[config.mk]
export PLATFORM = sky130hd
export DESIGN_NAME = regblk_mover
export DESIGN_NICKNAME = d
export VERILOG_FILES = /design/src/rtl/rbm_pkg.sv /design/src/rtl/rbm_count_norm.sv /design/src/rtl/rbm_fsm.sv /design/src/rtl/rbm_datapath.sv /design/src/rtl/regblk_mover.sv
export SDC_FILE = /design/constraint.sdc
export NUM_CORES = 1
export LEC_CHECK = 0
export BUFFER_PORTS_ARGS = -buffer_cell sky130_fd_sc_hd__buf_4
export CORE_MARGIN = 3
export CORE_UTILIZATION = 48
export DETAILED_ROUTE_END_ITERATION = 10
export PLACE_DENSITY = 0.92
export SETUP_SLACK_MARGIN = 0.3
export SYNTH_ARGS = -nofsm -noshare
export SYNTH_HDL_FRONTEND = slang
export SYNTH_HIERARCHICAL = 1
export SYNTH_SLANG_ARGS = --single-unit
export TNS_END_PERCENT = 20
[constraint.sdc]
create_clock -name clk -period 2.1 [get_ports clk]
set_input_delay 0.21 -clock clk [delete_from_list [all_inputs] [get_ports clk]]
set_output_delay 0.21 -clock clk [all_outputs]
set_load 0.01 [all_outputs]
[src/rtl/rbm_pkg.sv]
// Shared types for the register window block transfer sequencer.
// Assumes: a single sequencer instance per register file.
package rbm_pkg;
    typedef enum logic [1:0] {
        ST_IDLE = 2'd0,
        ST_BASE = 2'd1,
        ST_XFER = 2'd2,
        ST_WB   = 2'd3
    } rbm_state_e;
endpackage

[src/rtl/rbm_count_norm.sv]
// Maps a raw count code onto a word count from 1 to MAXN.
// Assumes: MAXN >= 1. A zero code means one word. Codes above MAXN are clamped
// when the code field is wide enough to hold them.
module rbm_count_norm #(
    parameter int CNT_W = 3,
    parameter int MAXN  = 4,
    parameter int N_W   = $clog2(MAXN + 1)
) (
    input  logic [CNT_W-1:0] raw,
    output logic [N_W-1:0]   n
);
    localparam int CODE_MAX = (1 << CNT_W) - 1;

    generate
        if (CODE_MAX > MAXN) begin : g_clamp
            // Purpose: zero becomes one, oversize codes become MAXN.
            always_comb begin
                if (raw == '0)
                    n = N_W'(1);
                else if (raw > CNT_W'(MAXN))
                    n = N_W'(MAXN);
                else
                    n = N_W'(raw);
            end
        end else begin : g_noclamp
            // Purpose: zero becomes one, other codes pass through.
            always_comb begin
                if (raw == '0)
                    n = N_W'(1);
                else
                    n = N_W'(raw);
            end
        end
    endgenerate
endmodule

[src/rtl/rbm_fsm.sv]
// Sequencing state machine: idle, base fetch, word transfers, write-back.
// Assumes: last_beat is valid throughout ST_XFER. A beat completes on mem_ready.
module rbm_fsm
    import rbm_pkg::*;
(
    input  logic       clk,
    input  logic       rst_n,
    input  logic       cmd_valid,
    input  logic       mem_ready,
    input  logic       last_beat,
    output rbm_state_e state
);
    rbm_state_e nxt;

    // Purpose: next-state selection.
    always_comb begin
        nxt = state;
        case (state)
            ST_IDLE: if (cmd_valid) nxt = ST_BASE;
            ST_BASE: nxt = ST_XFER;
            ST_XFER: if (mem_ready && last_beat) nxt = ST_WB;
            ST_WB:   nxt = ST_IDLE;
            default: nxt = ST_IDLE;
        endcase
    end

    // Purpose: state register with synchronous reset.
    always_ff @(posedge clk) begin
        if (!rst_n) state <= ST_IDLE;
        else        state <= nxt;
    end
endmodule

[src/rtl/rbm_datapath.sv]
// Holds the command, the running address and the word index, and drives the
// register file and memory ports from the current state.
// Assumes: rf_rdata follows rf_raddr combinationally in the same cycle, and
// mem_rdata is valid whenever mem_ready is high on a read beat.
module rbm_datapath
    import rbm_pkg::*;
#(
    parameter int DATA_W   = 16,
    parameter int RA_W     = 4,
    parameter int N_W      = 3,
    parameter int WIN_BASE = 2,
    parameter int LD_REG   = 0,
    parameter int ST_REG   = 1
) (
    input  logic              clk,
    input  logic              rst_n,
    input  rbm_state_e        state,
    input  logic              cmd_valid,
    input  logic              cmd_store,
    input  logic [N_W-1:0]    n_in,
    input  logic [DATA_W-1:0] rf_rdata,
    input  logic [DATA_W-1:0] mem_rdata,
    input  logic              mem_ready,
    output logic              last_beat,
    output logic [RA_W-1:0]   rf_raddr,
    output logic              rf_we,
    output logic [RA_W-1:0]   rf_waddr,
    output logic [DATA_W-1:0] rf_wdata,
    output logic              mem_req,
    output logic              mem_we,
    output logic [DATA_W-1:0] mem_addr,
    output logic [DATA_W-1:0] mem_wdata
);
    localparam int STEP = DATA_W / 8;

    logic              dir_q;
    logic [N_W-1:0]    n_q;
    logic [N_W-1:0]    idx_q;
    logic [DATA_W-1:0] addr_q;
    logic [RA_W-1:0]   base_idx;
    logic [RA_W-1:0]   win_idx;
    logic              beat;

    assign base_idx  = dir_q ? RA_W'(ST_REG) : RA_W'(LD_REG);
    assign win_idx   = RA_W'(WIN_BASE) + RA_W'(idx_q);
    assign beat      = (state == ST_XFER) && mem_ready;
    assign last_beat = (idx_q == (n_q - N_W'(1)));

    // Purpose: capture the command when it is accepted in idle.
    always_ff @(posedge clk) begin
        if (!rst_n) begin
            dir_q <= 1'b0;
            n_q   <= N_W'(1);
        end else if (state == ST_IDLE && cmd_valid) begin
            dir_q <= cmd_store;
            n_q   <= n_in;
        end
    end

    // Purpose: word index, cleared per command, stepped on each accepted beat.
    always_ff @(posedge clk) begin
        if (!rst_n)
            idx_q <= '0;
        else if (state == ST_IDLE)
            idx_q <= '0;
        else if (beat)
            idx_q <= idx_q + N_W'(1);
    end

    // Purpose: running byte address, loaded from the base register, stepped per beat.
    always_ff @(posedge clk) begin
        if (!rst_n)
            addr_q <= '0;
        else if (state == ST_BASE)
            addr_q <= rf_rdata;
        else if (beat)
            addr_q <= addr_q + DATA_W'(STEP);
    end

    // Purpose: register file read index: base register first, then the window.
    always_comb begin
        rf_raddr = (state == ST_BASE) ? base_idx : win_idx;
    end

    // Purpose: register file write: load data on accepted read beats, address at the end.
    always_comb begin
        rf_we    = 1'b0;
        rf_waddr = win_idx;
        rf_wdata = mem_rdata;
        if (state == ST_WB) begin
            rf_we    = 1'b1;
            rf_waddr = base_idx;
            rf_wdata = addr_q;
        end else if (beat && !dir_q) begin
            rf_we = 1'b1;
        end
    end

    // Purpose: memory request lines.
    always_comb begin
        mem_req   = (state == ST_XFER);
        mem_we    = dir_q;
        mem_addr  = addr_q;
        mem_wdata = rf_rdata;
    end
endmodule

[src/rtl/regblk_mover.sv]
// Top of the register window block transfer sequencer. Moves 1..MAXN words
// between registers WIN_BASE.. and memory, then advances the base register.
// Assumes: one combinational register read port and one write port, shared
// with nothing else while busy.
module regblk_mover
    import rbm_pkg::*;
#(
    parameter int DATA_W   = 16,
    parameter int NREG     = 16,
    parameter int CNT_W    = 3,
    parameter int MAXN     = 4,
    parameter int WIN_BASE = 2,
    parameter int LD_REG   = 0,
    parameter int ST_REG   = 1
) (
    input  logic              clk,
    input  logic              rst_n,
    input  logic              cmd_valid,
    input  logic              cmd_store,
    input  logic [CNT_W-1:0]  cmd_count,
    output logic              busy,
    output logic              done,
    output logic [$clog2(NREG)-1:0] rf_raddr,
    input  logic [DATA_W-1:0] rf_rdata,
    output logic              rf_we,
    output logic [$clog2(NREG)-1:0] rf_waddr,
    output logic [DATA_W-1:0] rf_wdata,
    output logic              mem_req,
    output logic              mem_we,
    output logic [DATA_W-1:0] mem_addr,
    output logic [DATA_W-1:0] mem_wdata,
    input  logic [DATA_W-1:0] mem_rdata,
    input  logic              mem_ready
);
    localparam int RA_W = $clog2(NREG);
    localparam int N_W  = $clog2(MAXN + 1);

    rbm_state_e     state;
    logic [N_W-1:0] n_norm;
    logic           last_beat;

    rbm_count_norm #(.CNT_W(CNT_W), .MAXN(MAXN), .N_W(N_W)) u_norm (
        .raw (cmd_count),
        .n   (n_norm)
    );

    rbm_fsm u_fsm (
        .clk       (clk),
        .rst_n     (rst_n),
        .cmd_valid (cmd_valid),
        .mem_ready (mem_ready),
        .last_beat (last_beat),
        .state     (state)
    );

    rbm_datapath #(
        .DATA_W(DATA_W), .RA_W(RA_W), .N_W(N_W),
        .WIN_BASE(WIN_BASE), .LD_REG(LD_REG), .ST_REG(ST_REG)
    ) u_dp (
        .clk       (clk),
        .rst_n     (rst_n),
        .state     (state),
        .cmd_valid (cmd_valid),
        .cmd_store (cmd_store),
        .n_in      (n_norm),
        .rf_rdata  (rf_rdata),
        .mem_rdata (mem_rdata),
        .mem_ready (mem_ready),
        .last_beat (last_beat),
        .rf_raddr  (rf_raddr),
        .rf_we     (rf_we),
        .rf_waddr  (rf_waddr),
        .rf_wdata  (rf_wdata),
        .mem_req   (mem_req),
        .mem_we    (mem_we),
        .mem_addr  (mem_addr),
        .mem_wdata (mem_wdata)
    );

    // Purpose: status outputs derived from the state.
    always_comb begin
        busy = (state != ST_IDLE);
        done = (state == ST_WB);
    end
endmodule

* Word level (Yosys, flattened, before mapping)
Index checks and enable logic that the tools add are counted.
** Operators by class
- Order comparisons :: 1
- Bitwise logic cells :: 1
- Add/sub/neg operators :: 4
- Eq/ne operators :: 6
- Reductions and logical operators :: 11
- Mux-type cells :: 13
** Operators by type and width (number)
- $mux 16 :: 3
- $add 16x2->16 const B :: 1
- $mux 4 :: 2
- $pmux 2 s4 :: 1
- $mux 3 :: 2
- $add 2x3->4 const A :: 1
- $eq 2x2->1 const B :: 2
- $logic_and 1x1->1 :: 4
- $mux 2 :: 2
- $reduce_bool 2->1 :: 2
- $add 3x1->3 const B :: 1
- $eq 3x3->1 :: 1
- $gt 3x3->1 const B :: 1
- $logic_not 3->1 :: 1
- $mux 1 :: 3
- $sub 3x1->3 const B :: 1
- $eq 2x1->1 const B :: 1
- $logic_not 2->1 :: 1
- $ne 2x1->1 const B :: 1
- $ne 2x2->1 const B :: 1
- $reduce_and 2->1 :: 1
- $reduce_or 2->1 :: 1
- $logic_not 1->1 :: 1
- $not 1->1 :: 1
** Word-level totals
- Flip-flop bits (word level) :: 25
- Output and inout port bits :: 61
- Bits of input ports :: 40

* Logic depth before layout (Yosys ltp)
Gate-level depths: netlist of the first run.
- Word-level depth :: 5
- Depth in mapped cells :: 8

* Modules after synthesis
Netlist of the first run, hierarchy kept.
** Modules (own cells, without submodules)
- rbm_datapath :: cells an instance 198, times used 1, area an instance 1651.6 um^2
- rbm_fsm :: cells an instance 15, times used 1, area an instance 145.1 um^2
- rbm_count_norm :: cells an instance 4, times used 1, area an instance 18.8 um^2
- regblk_mover :: cells an instance 2, times used 1, area an instance 13.8 um^2

* Worst setup path before layout of the first run
OpenSTA, ideal clock, no wires.
- Path kind :: register to output
- Start :: reg u_fsm.state[1]
- End :: out rf_waddr[0]
- Required time :: 1.890 ns
- Arrival time :: 1.305 ns
- Path slack :: 0.585 ns
- Buffers on the path :: 2
- Cell stages (with the launch flop) :: 5
- Cells stage by stage :: dfxtp_1 buf_2 nand2_1 clkbuf_1 mux2_2
** Between the ends
- Cells in the longest elaborated chain, start to end :: 2
** RTL lines
- start: declaration :: line rbm_fsm.sv:11 : output rbm_state_e state
- start signal: assignment :: line rbm_fsm.sv:30 : else state <= nxt;
- $eq 2x2->1 :: line rbm_datapath.sv:90 : if (state == ST_WB) begin
- $mux 4 :: line rbm_datapath.sv:90
- end: declaration :: line regblk_mover.sv:26 : output logic [$clog2(NREG)-1:0] rf_waddr,
Every way passes these cells.

* Worst setup path in the final report of the first run
- Start :: reg u_fsm.state[1]
- End :: out rf_wdata[13]
** Between the ends
- Cells in the longest elaborated chain, start to end :: 2
** RTL lines
- $eq 2x2->1 :: line rbm_datapath.sv:90
- $mux 16 :: line rbm_datapath.sv:90
- end: declaration :: line regblk_mover.sv:27 : output logic [DATA_W-1:0] rf_wdata,
Every way passes these cells.

==> results of run 1 <==
## state kept, by name (all words and copies together), names as in the netlist
signal and cells:
u_dp/mem_we 1, u_dp/idx_q 3, u_dp/n_q 3, u_fsm/state 2, u_dp/mem_addr 16
## layout by cell type, fill, tap and decap left out, types with 4 or more instances in the layout
master / synthesis / routed
nand3_1: 7 / 7
inv_1: 9 / 9
a21oi_1: 14 / 14
mux2i_1: 4 / 4
buf_4: 16 / 105
nand2_1: 19 / 18
and2_1: 4 / 4
nor2_1: 14 / 14
dfxtp_1: 25 / 25
ha_1: 7 / 7
xnor2_1: 11 / 11
mux2_2: 14 / 14
nor3_1: 4 / 4
o21ai_0: 17 / 17
a211oi_1: 4 / 4
## power breakdown
group / internal [mW] / leakage, nW / total [mW] / switching, mW
clock: 0.133 / 0.0255 / 0.286 / 0.153
combinational: 0.655 / 0.977 / 1.28 / 0.628
sequential: 0.630 / 0.206 / 0.868 / 0.238
## worst max-delay path by stage
stage                                             start                              to
after CTS                   u_fsm/state[1]$_SDFFE_PN0P_                     rf_raddr[2]
after floorplan             u_fsm/state[1]$_SDFFE_PN0P_                     rf_waddr[0]
after detailed placement  u_dp/mem_addr[2]$_SDFFE_PN0P_  u_dp/mem_addr[11]$_SDFFE_PN0P_
after global placement    u_dp/mem_addr[2]$_SDFFE_PN0P_  u_dp/mem_addr[11]$_SDFFE_PN0P_
final                       u_fsm/state[1]$_SDFFE_PN0P_                    rf_wdata[13]
after global routing      u_dp/mem_addr[2]$_SDFFE_PN0P_   u_dp/mem_addr[9]$_SDFFE_PN0P_
## logic make-up (layout without fill, tap and decap cells)
logic type | after synthesis | in the layout | synth area share (%)
adder cells (fa/ha/maj) | 7 | 7 | 4.788
flip-flops | 25 | 25 | 27.36
multiplexers | 18 | 18 | 10.81
AO/OA/AOI/OAI | 45 | 45 | 14.43
AND/OR/NAND/NOR | 74 | 74 | 24.56
XOR/XNOR | 14 | 14 | 6.703
buffers and inverters | 36 | 119 | 11.35
## per-stage QoR
step	utilization (%)	cell area, sq um
2_1_floorplan	-	1829
3_3_place_gp	71.79	2509
3_5_place_dp	71.79	2509
4_1_cts	73.18	2557
5_1_grt	73.29	2561
6_report	73.29	2561
## layout make-up
type                    count  area share, %
repair buffers            106          31.22
clock buffers               3          1.612
multi-input cells         158          43.87
inverters                   9          1.319
flip-flops and latches     25          19.54
well taps                  46          2.247
clock inverters             1         0.1954
## timing repair
item	4_1_cts	5_1_grt
pin swaps	0	0
resized for setup	1	1
setup endpoints to repair	10	2
## per-layer routing
layer,vias to the layer above,global-route usage [%],share of wire (%)
met2,95,39.00,50
met4,0,10.38,2.4
met1,873,27.77,39
met5,-,0,0
li1,915,-,-
met3,12,4.326,8.6
## worst max-delay path, delay by kind of cell, from the launching register on
family                 cells  cell delay, ns
AND/OR/NAND/NOR            1            0.20
multiplexers               1            0.36
buffers and inverters      2            0.37
flip-flops                 1            0.33
==> flow_metrics.env, run 1 <==
export IMPL_multiInputGateArea_sq_um=1124
export IMPL_p_total_mw=2.436
export IMPL_ios=101
export IMPL_reg2reg_from="u_dp/mem_addr[1]$_SDFFE_PN0P_"
export IMPL_power_density_nw_per_um2=951.1
export IMPL_wl_mm=5.388
export IMPL_post_route_period_util_pct=82.85
export IMPL_fin_skew_ns=0.004245
export IMPL_area_growth_syn_to_layout_pct=40.01
export IMPL_syn_area_per_cell_sq_um=8.353
export IMPL_ys_seq_area_share_pct=27.36
export IMPL_reg2reg_slack_ns=0.41
export IMPL_htree_num_levels=1
export IMPL_grt_antenna_before_repair=0
export IMPL_vias=1895
export IMPL_fmax_mhz=574.7
export IMPL_drive_gt1_share_pct=45.03
export IMPL_timing_slew_headroom_pct=70.74
export IMPL_dp_hpwl_mm=4.154
export IMPL_register_area_sq_um=500.5
export IMPL_fin_setup_tns_ns=0
export IMPL_synth_top_cell_area_share_pct=27.36
export IMPL_path_cells="nand2_2 > buf_4 > mux2_2 > buf_4"
export IMPL_ys_top_cells_by_area="dfxtp_1 27%, mux2_2 8.6%, buf_4 6.6%"
export IMPL_grt_use_total_pct=22.95
export IMPL_tightest_slew_ns=0.4370
export IMPL_fin_crit_ns=1.740
export IMPL_grt_pass1_vias=1740
export IMPL_syn_inst=219
export IMPL_clk_pin_slew_ns=0.09
export IMPL_ant_nets=0
export IMPL_dieWidth_microns=67.73
export IMPL_hold_path_class="input port to flip-flop"
export IMPL_grt_max_degree=21
export IMPL_worst_path_max_fanout=10
export IMPL_hold_path_end="u_dp/mem_we$_SDFFE_PN0P_"
export IMPL_fin_cells=348
export IMPL_clock_latency_ns=0.27
export IMPL_yosysWarnings=6
export IMPL_coreArea_sq_um=3495
export IMPL_rr_endpoint="u_dp/mem_addr[11]$_SDFFE_PN0P_"
export IMPL_critPathArrivalTime_ns=1.53
export IMPL_clock_sinks=25
export IMPL_synthFlopType="dfxtp_1"
export IMPL_gr_total_overflow=0
export IMPL_dp_cells=344
export IMPL_start_util_pct=52.35
export IMPL_grt_pass1_wl_mm=8.066
export IMPL_finalSetupViolCount=0
export IMPL_cp_end_kind="primary output"
export IMPL_cts_hold_buf=0
export IMPL_clockBufferDepth=2
export IMPL_routedWlPerCell_microns=15.48
export IMPL_antennaDiodeCount=0
export IMPL_rsz0062_at_grt="yes"
export IMPL_drtIter0Drc=133
export IMPL_via_per_inst=5.445
export IMPL_synth_distinct_cells=46
export IMPL_cp_required_ns=1.89
export IMPL_hp_start="cmd_store"
export IMPL_p_leak_nw=1.208
export IMPL_row_count=21
export IMPL_cts_tree="done"
export IMPL_portBuffers=100
export IMPL_async_flop_share_pct=0
export IMPL_syn_nets=266
export IMPL_postCtsSetupRepairBufs=0
export IMPL_min_path_cells=3
export IMPL_die_height_microns=67.73
export IMPL_worstSetupPathType="flip-flop to primary output"
export IMPL_synth_most_common_cell="dfxtp_1"
export IMPL_globalplace_congestion=0.8885
export IMPL_netlist_area_sq_um=1829
export IMPL_cpMostUsedCell="buf_4"
export IMPL_synth_top_area_cell="dfxtp_1"
export IMPL_num_fill_cells=265
export IMPL_die_area_sq_um=4587
export IMPL_drc=0
export IMPL_first_pass_iters=4
export IMPL_synth_common_cells="25 x dfxtp_1, 19 x nand2_1, 17 x o21ai_0"
export IMPL_final_max_slew_viol_count=0
export IMPL_cts_buffers=3
export IMPL_start_kind="flip-flop"
export IMPL_nets=350
export IMPL_critPathMaxStageDelay_ns=0.36
export IMPL_synth_edf_count=0
export IMPL_place_ws_ns=0.4752
export IMPL_ff2ff_path_depth=5
export IMPL_whs_ns=0.1844
export IMPL_worst_slack_ns=0.3601
export IMPL_ir_drop_uv=553.0
export IMPL_slowest_stage="mux2_2"
export IMPL_final_hold_violation_count=0
export IMPL_ys_ff_latch=25
export IMPL_cts_root_buf="clkbuf_8"
export IMPL_status="completed"
export IMPL_cap_violations=0
(Power assumes the default switching activity.)
==> run 2, diff against run 1 <==
- ABC_AREA: default -> 1
- CORE_UTILIZATION: 48 -> 41
- PLACE_DENSITY: 0.92 -> 0.83
- clock period: 2.1 -> 1.5 ns (I/O delays scaled with it)
==> flow_metrics.env, run 2 <==
export IMPL_clock_sinks=25
export IMPL_clockBufferDepth=2
export IMPL_async_flop_share_pct=0
export IMPL_netlist_area_sq_um=1943
export IMPL_critPathArrivalTime_ns=1.79
export IMPL_htree_num_levels=1
export IMPL_globalplace_congestion=0.8615
export IMPL_wl_mm=9.058
export IMPL_largest_reg_flops=16
export IMPL_most_common_layout_cells="112 x buf_4, 50 x nand2_1, 33 x inv_1"
export IMPL_fin_crit_ns=1.585
export IMPL_cp_end_kind="flip-flop"
export IMPL_rsz0062_at_grt="yes"
export IMPL_final_hold_violation_count=0
export IMPL_die_area_sq_um=5601
export IMPL_finalSetupViolCount=3
export IMPL_first_pass_iters=5
export IMPL_drtIter0Drc=351
export IMPL_antennaDiodeCount=0
export IMPL_fin_setup_tns_ns=-0.1161
export IMPL_cp_required_ns=1.71
export IMPL_worst_path_max_fanout=12
export IMPL_syn_nets=359
export IMPL_hold_path_class="input port to flip-flop"
export IMPL_fin_util_pct=77.01
export IMPL_synth_most_common_cell="nand2_1"
export IMPL_portBuffers=100
export IMPL_worstSetupPathType="flip-flop to flip-flop"
export IMPL_dp_cells=445
export IMPL_grt_pass1_vias=2130
export IMPL_gr_total_overflow=0
export IMPL_ios=101
export IMPL_fin_skew_ns=0.01102
export IMPL_via_per_inst=5.911
export IMPL_clk_pin_slew_ns=0.09
export IMPL_synth_distinct_cells=35
export IMPL_synth_top_cell_area_share_pct=25.76
export IMPL_worst_slack_ns=-0.08516
export IMPL_power_density_nw_per_um2=1627
export IMPL_tightest_slew_ns=0.6060
export IMPL_syn_area_per_cell_sq_um=6.228
export IMPL_post_dp_cell_area_sq_um=2710
export IMPL_ys_top_cells_by_area="dfxtp_1 26%, nand2_1 15%, inv_1 7.3%"
export IMPL_cts_buffers=3
export IMPL_cts_hold_buf=0
export IMPL_layout_commonest_cell="buf_4"
export IMPL_power_switching_mw=2.771
export IMPL_yosysWarnings=6
export IMPL_ys_seq_area_share_pct=25.76
export IMPL_timing_slew_headroom_pct=59.17
export IMPL_row_count=24
export IMPL_clock_latency_ns=0.30
export IMPL_cts_tree="done"
export IMPL_whs_ns=0.09527
export IMPL_area_growth_syn_to_layout_pct=77.33
export IMPL_ys_ff_latch=25
export IMPL_start_kind="flip-flop"
export IMPL_die_height_microns=74.84
export IMPL_comb_power_share_pct=69.4
export IMPL_switching_share_pct=49.43
export IMPL_coreArea_sq_um=4474
export IMPL_grt_pass1_wl_mm=9.411
export IMPL_ir_drop_uv=1062
export IMPL_routedWlPerCell_microns=19.15
export IMPL_fmax_mhz=630.9
export IMPL_final_max_slew_viol_count=0
export IMPL_grt_use_total_pct=21.13
export IMPL_violations="negative setup slack"
export IMPL_design_area_sq_um=3446
export IMPL_grt_max_degree=28
export IMPL_synthFlopType="dfxtp_1"
export IMPL_post_route_period_util_pct=105.7
export IMPL_vias=2796
export IMPL_grt_antenna_before_repair=0
export IMPL_fin_cells=473
export IMPL_cap_violations=0
export IMPL_nets=469
export IMPL_synth_edf_count=0
export IMPL_cts_root_buf="clkbuf_8"
export IMPL_ant_nets=0
export IMPL_clock_power_share_pct=7.7
export IMPL_syn_inst=312
export IMPL_dieWidth_microns=74.84
export IMPL_p_leak_nw=1.575
export IMPL_status="finished, violations left"
export IMPL_start_util_pct=43.43
export IMPL_p_int_mw=2.835
export IMPL_drc=0
export IMPL_synth_common_cells="77 x nand2_1, 38 x inv_1, 36 x nor2_1"
export IMPL_seq_power_share_pct=22.9
export IMPL_drive_gt1_share_pct=56.53
export IMPL_synth_top_area_cell="dfxtp_1"
export IMPL_dp_hpwl_mm=4.816
[run 2: final timing paths]
path	startpoint	endpoint	slack [ns]	cells past startpoint
max	u_fsm/state[0]$_SDFFE_PN0P_	u_dp/mem_addr[11]$_SDFFE_PN0P_	-0.09	9
min	rf_rdata[0]	u_dp/mem_addr[0]$_SDFFE_PN0P_	0.1	3
max reg2reg	u_fsm/state[0]$_SDFFE_PN0P_	u_dp/mem_addr[11]$_SDFFE_PN0P_	-0.09	9
min reg2reg	u_dp/n_q[1]$_SDFFE_PN0P_	u_dp/n_q[1]$_SDFFE_PN0P_	0.48	2
[run 2: power by group through the flow]
stage	clock (mW)	sequential, mW	combinational (mW)
after floorplan	0	1.23	1.56
after global placement	0	1.18	2.50
after detailed placement	0	1.19	2.55
after CTS	0.416	1.17	2.74
after global routing	0.460	1.32	4.10
final	0.434	1.28	3.89
[run 2: logic make-up (layout without fill, tap and decap cells)]
family	after synthesis	in the layout	share of synthesized area, %
and+or+nand+nor	148	149	33.29
xor gates and xnor gates	3	3	1.352
buffers and inverters	68	176	17.90
AOI/OAI and AO/OA	61	61	17.19
DFF	25	25	25.76
adders and majority gates	7	7	4.507
[run 2: worst max-delay path: stages, from the launching register on]
cell      delay, ns
dfxtp_4        0.44
inv_4          0.06
nor2_4         0.14
buf_8          0.15
clkinv_8       0.10
nand2_8        0.11
clkinv_8       0.10
nor2_1         0.13
nand2_1        0.08
a21oi_1        0.19
[run 2: stage by stage]
stage               worst slack (ns)  total power, mW
floorplan                     0.1249            2.789
global placement             0.06974            3.674
detailed placement           0.03465            3.741
CTS                          0.06662            4.335
global route                 -0.1153            5.876
finish                      -0.08516            5.606
[run 2: area by class of cell]
type                       instances  area (sq um)
multi-input combinational        220          1504
sequential                        25         529.3
clock buffer                       4         45.04
timing repair buffer             128          1077
fill                             295          1028
timing repair inverter             2         17.52
inverter                          42         207.7
tap                               52         65.06
[run 2: per-layer routing]
metal,global-route usage (%),vias to the layer above,share of wire (%)
met3,3.471,64,10
met4,4.743,0,6.1
met1,26.44,1286,34
met2,37.81,230,50
li1,-,1216,-
met5,0,-,0
[run 2: repair_timing]
action,CTS,global route
setup endpoints to repair,44,47
setup buffers,8,10
gates resized for setup,16,136
cloned,0,6
pin swaps,6,53
==> run 3, diff against run 2 <==
- REMOVE_ABC_BUFFERS: default -> 1
==> flow_metrics.env, run 3 (synthesis gave the netlist of run 2 again) <==
export IMPL_cts_buffers=3
export IMPL_p_total_mw=6.214
export IMPL_clockBufferDepth=2
export IMPL_hold_path_class="input port to flip-flop"
export IMPL_use_met1_pct=33.39
export IMPL_cts_tree="done"
export IMPL_critical_path_startpoint="u_dp/n_q[0]$_SDFFE_PN1P_"
export IMPL_use_met2_pct=51.06
export IMPL_multiInputGateArea_sq_um=1496
export IMPL_drc=0
export IMPL_vias=2992
export IMPL_worstSetupPathType="flip-flop to flip-flop"
export IMPL_clk_pin_slew_ns=0.09
export IMPL_fin_cells=485
export IMPL_cp_required_ns=1.68
export IMPL_dp_cells=451
export IMPL_layout_commonest_cell="buf_4"
export IMPL_finalSetupViolCount=13
export IMPL_wl_mm=10.41
export IMPL_register_area_sq_um=518.0
export IMPL_final_hold_violation_count=0
export IMPL_post_route_period_util_pct=113.8
export IMPL_timing_slew_headroom_pct=56.40
export IMPL_critPathMaxStageDelay_ns=0.35
export IMPL_most_common_layout_cells="114 x buf_4, 50 x nand2_1, 32 x inv_1"
export IMPL_post_dp_cell_area_sq_um=2699
export IMPL_fmax_mhz=585.9
export IMPL_grt_pass1_wl_mm=12.80
export IMPL_p_leak_nw=1.694
export IMPL_portBuffers=100
export IMPL_power_density_nw_per_um2=1726
export IMPL_dp_hpwl_mm=4.835
export IMPL_dieWidth_microns=74.84
export IMPL_final_max_slew_viol_count=0
export IMPL_start_kind="flip-flop"
export IMPL_worst_path_max_fanout=3
export IMPL_antennaDiodeCount=0
export IMPL_die_height_microns=74.84
export IMPL_tightest_slew_ns=0.6471
export IMPL_start_util_pct=43.43
export IMPL_first_pass_iters=9
export IMPL_worst_slack_ns=-0.2067
export IMPL_ant_nets=0
export IMPL_rsz0062_at_grt="yes"
export IMPL_drive_gt1_share_pct=57.74
export IMPL_grt_use_met3_pct=7.477
export IMPL_fin_util_pct=80.48
export IMPL_gr_total_overflow=0
export IMPL_fin_crit_ns=1.707
export IMPL_slowest_stage="dfxtp_2"
export IMPL_largest_reg_flops=16
export IMPL_via_per_inst=6.169
export IMPL_drtIter0Drc=503
export IMPL_reg2reg_from="u_dp/n_q[0]$_SDFFE_PN1P_"
export IMPL_area_growth_syn_to_layout_pct=85.32
export IMPL_grt_max_degree=24
export IMPL_grt_use_total_pct=29.63
export IMPL_grt_antenna_before_repair=0
export IMPL_ios=101
export IMPL_grt_busiest_layer="met2"
export IMPL_status="finished, violations left"
export IMPL_clock_sinks=25
export IMPL_ir_drop_uv=1200
export IMPL_die_area_sq_um=5601
export IMPL_coreArea_sq_um=4474
export IMPL_row_count=24
export IMPL_design_area_sq_um=3601
export IMPL_num_fill_cells=246
export IMPL_htree_num_levels=1
export IMPL_critPathArrivalTime_ns=1.89
export IMPL_nets=481
export IMPL_fin_setup_tns_ns=-0.6499
export IMPL_violations="negative setup slack"
export IMPL_hp_start="rf_rdata[0]"
export IMPL_fin_skew_ns=0.002465
export IMPL_globalplace_congestion=0.8607
export IMPL_path_cells="inv_2 > ha_4 > xnor2_2 > nor2_1 > nor4_2 > nand2_1 > nand2_2 > nand3_2 > nand2_1 > nor2_1"
export IMPL_routedWlPerCell_microns=21.46
export IMPL_grt_pass1_vias=2690
export IMPL_clock_latency_ns=0.28
export IMPL_cts_root_buf="clkbuf_8"
export IMPL_cap_violations=0
export IMPL_cp_end_kind="flip-flop"
-- run 3: repair_timing --
action | CTS | global route
gates resized for setup | 136 | 49
buffers inserted | 9 | 15
setup endpoints to repair | 48 | 49
cloned | 4 | 2
hold buffers | 0 | 0
pin swaps | 48 | 35
-- run 3: worst max-delay path: cells and delay by family (launching register included) --
| family | cells | cell delay [ns] |
|---|---|---|
| simple gates | 7 | 0.84 |
| flops | 1 | 0.35 |
| xor+xnor | 1 | 0.19 |
| fa+ha+maj | 1 | 0.16 |
| buf+inv | 1 | 0.06 |
-- run 3: stage by stage --
step	worst slack [ns]	hold WS [ns]
5_1_grt	-0.2764	0.1121
3_5_place_dp	-0.1541	0.3997
4_1_cts	-0.03735	0.1247
2_1_floorplan	-0.01944	0.2486
3_3_place_gp	-0.02523	0.3851
6_report	-0.2067	0.1003
-- run 3: per-layer routing --
metal  up-vias  share of wire (%)  wire (microns)
met1      1368                 35            3601
li1       1235                  -               -
met2       296                 46            4769
met3        93                 12            1291
met4         0                7.1             744
met5         -                  0               0
-- run 3: path summary, 6_finish.rpt --
path / to / slack (ns) / cells after the start
max: u_fsm/state[1]$_SDFFE_PN0P_ / -0.21 / 10
min: u_dp/mem_addr[0]$_SDFFE_PN0P_ / 0.10 / 3
max reg2reg: u_fsm/state[1]$_SDFFE_PN0P_ / -0.21 / 10
min reg2reg: u_dp/mem_addr[15]$_SDFFE_PN0P_ / 0.51 / 2
-- run 3: layout make-up --
class                   count  area share [%]
repair buffers            141           34.64
repair inverters            2          0.7644
flip-flops and latches     25           14.39
clock buffers               4           1.251
inverters                  42           5.594
multi-input cells         219           41.56
well taps                  52           1.807
-- run 3: report_power, final --
group	switching, mW	internal, mW	total (mW)
clock network	0.232	0.191	0.423
registers	0.318	0.909	1.23
logic	2.51	2.05	4.56
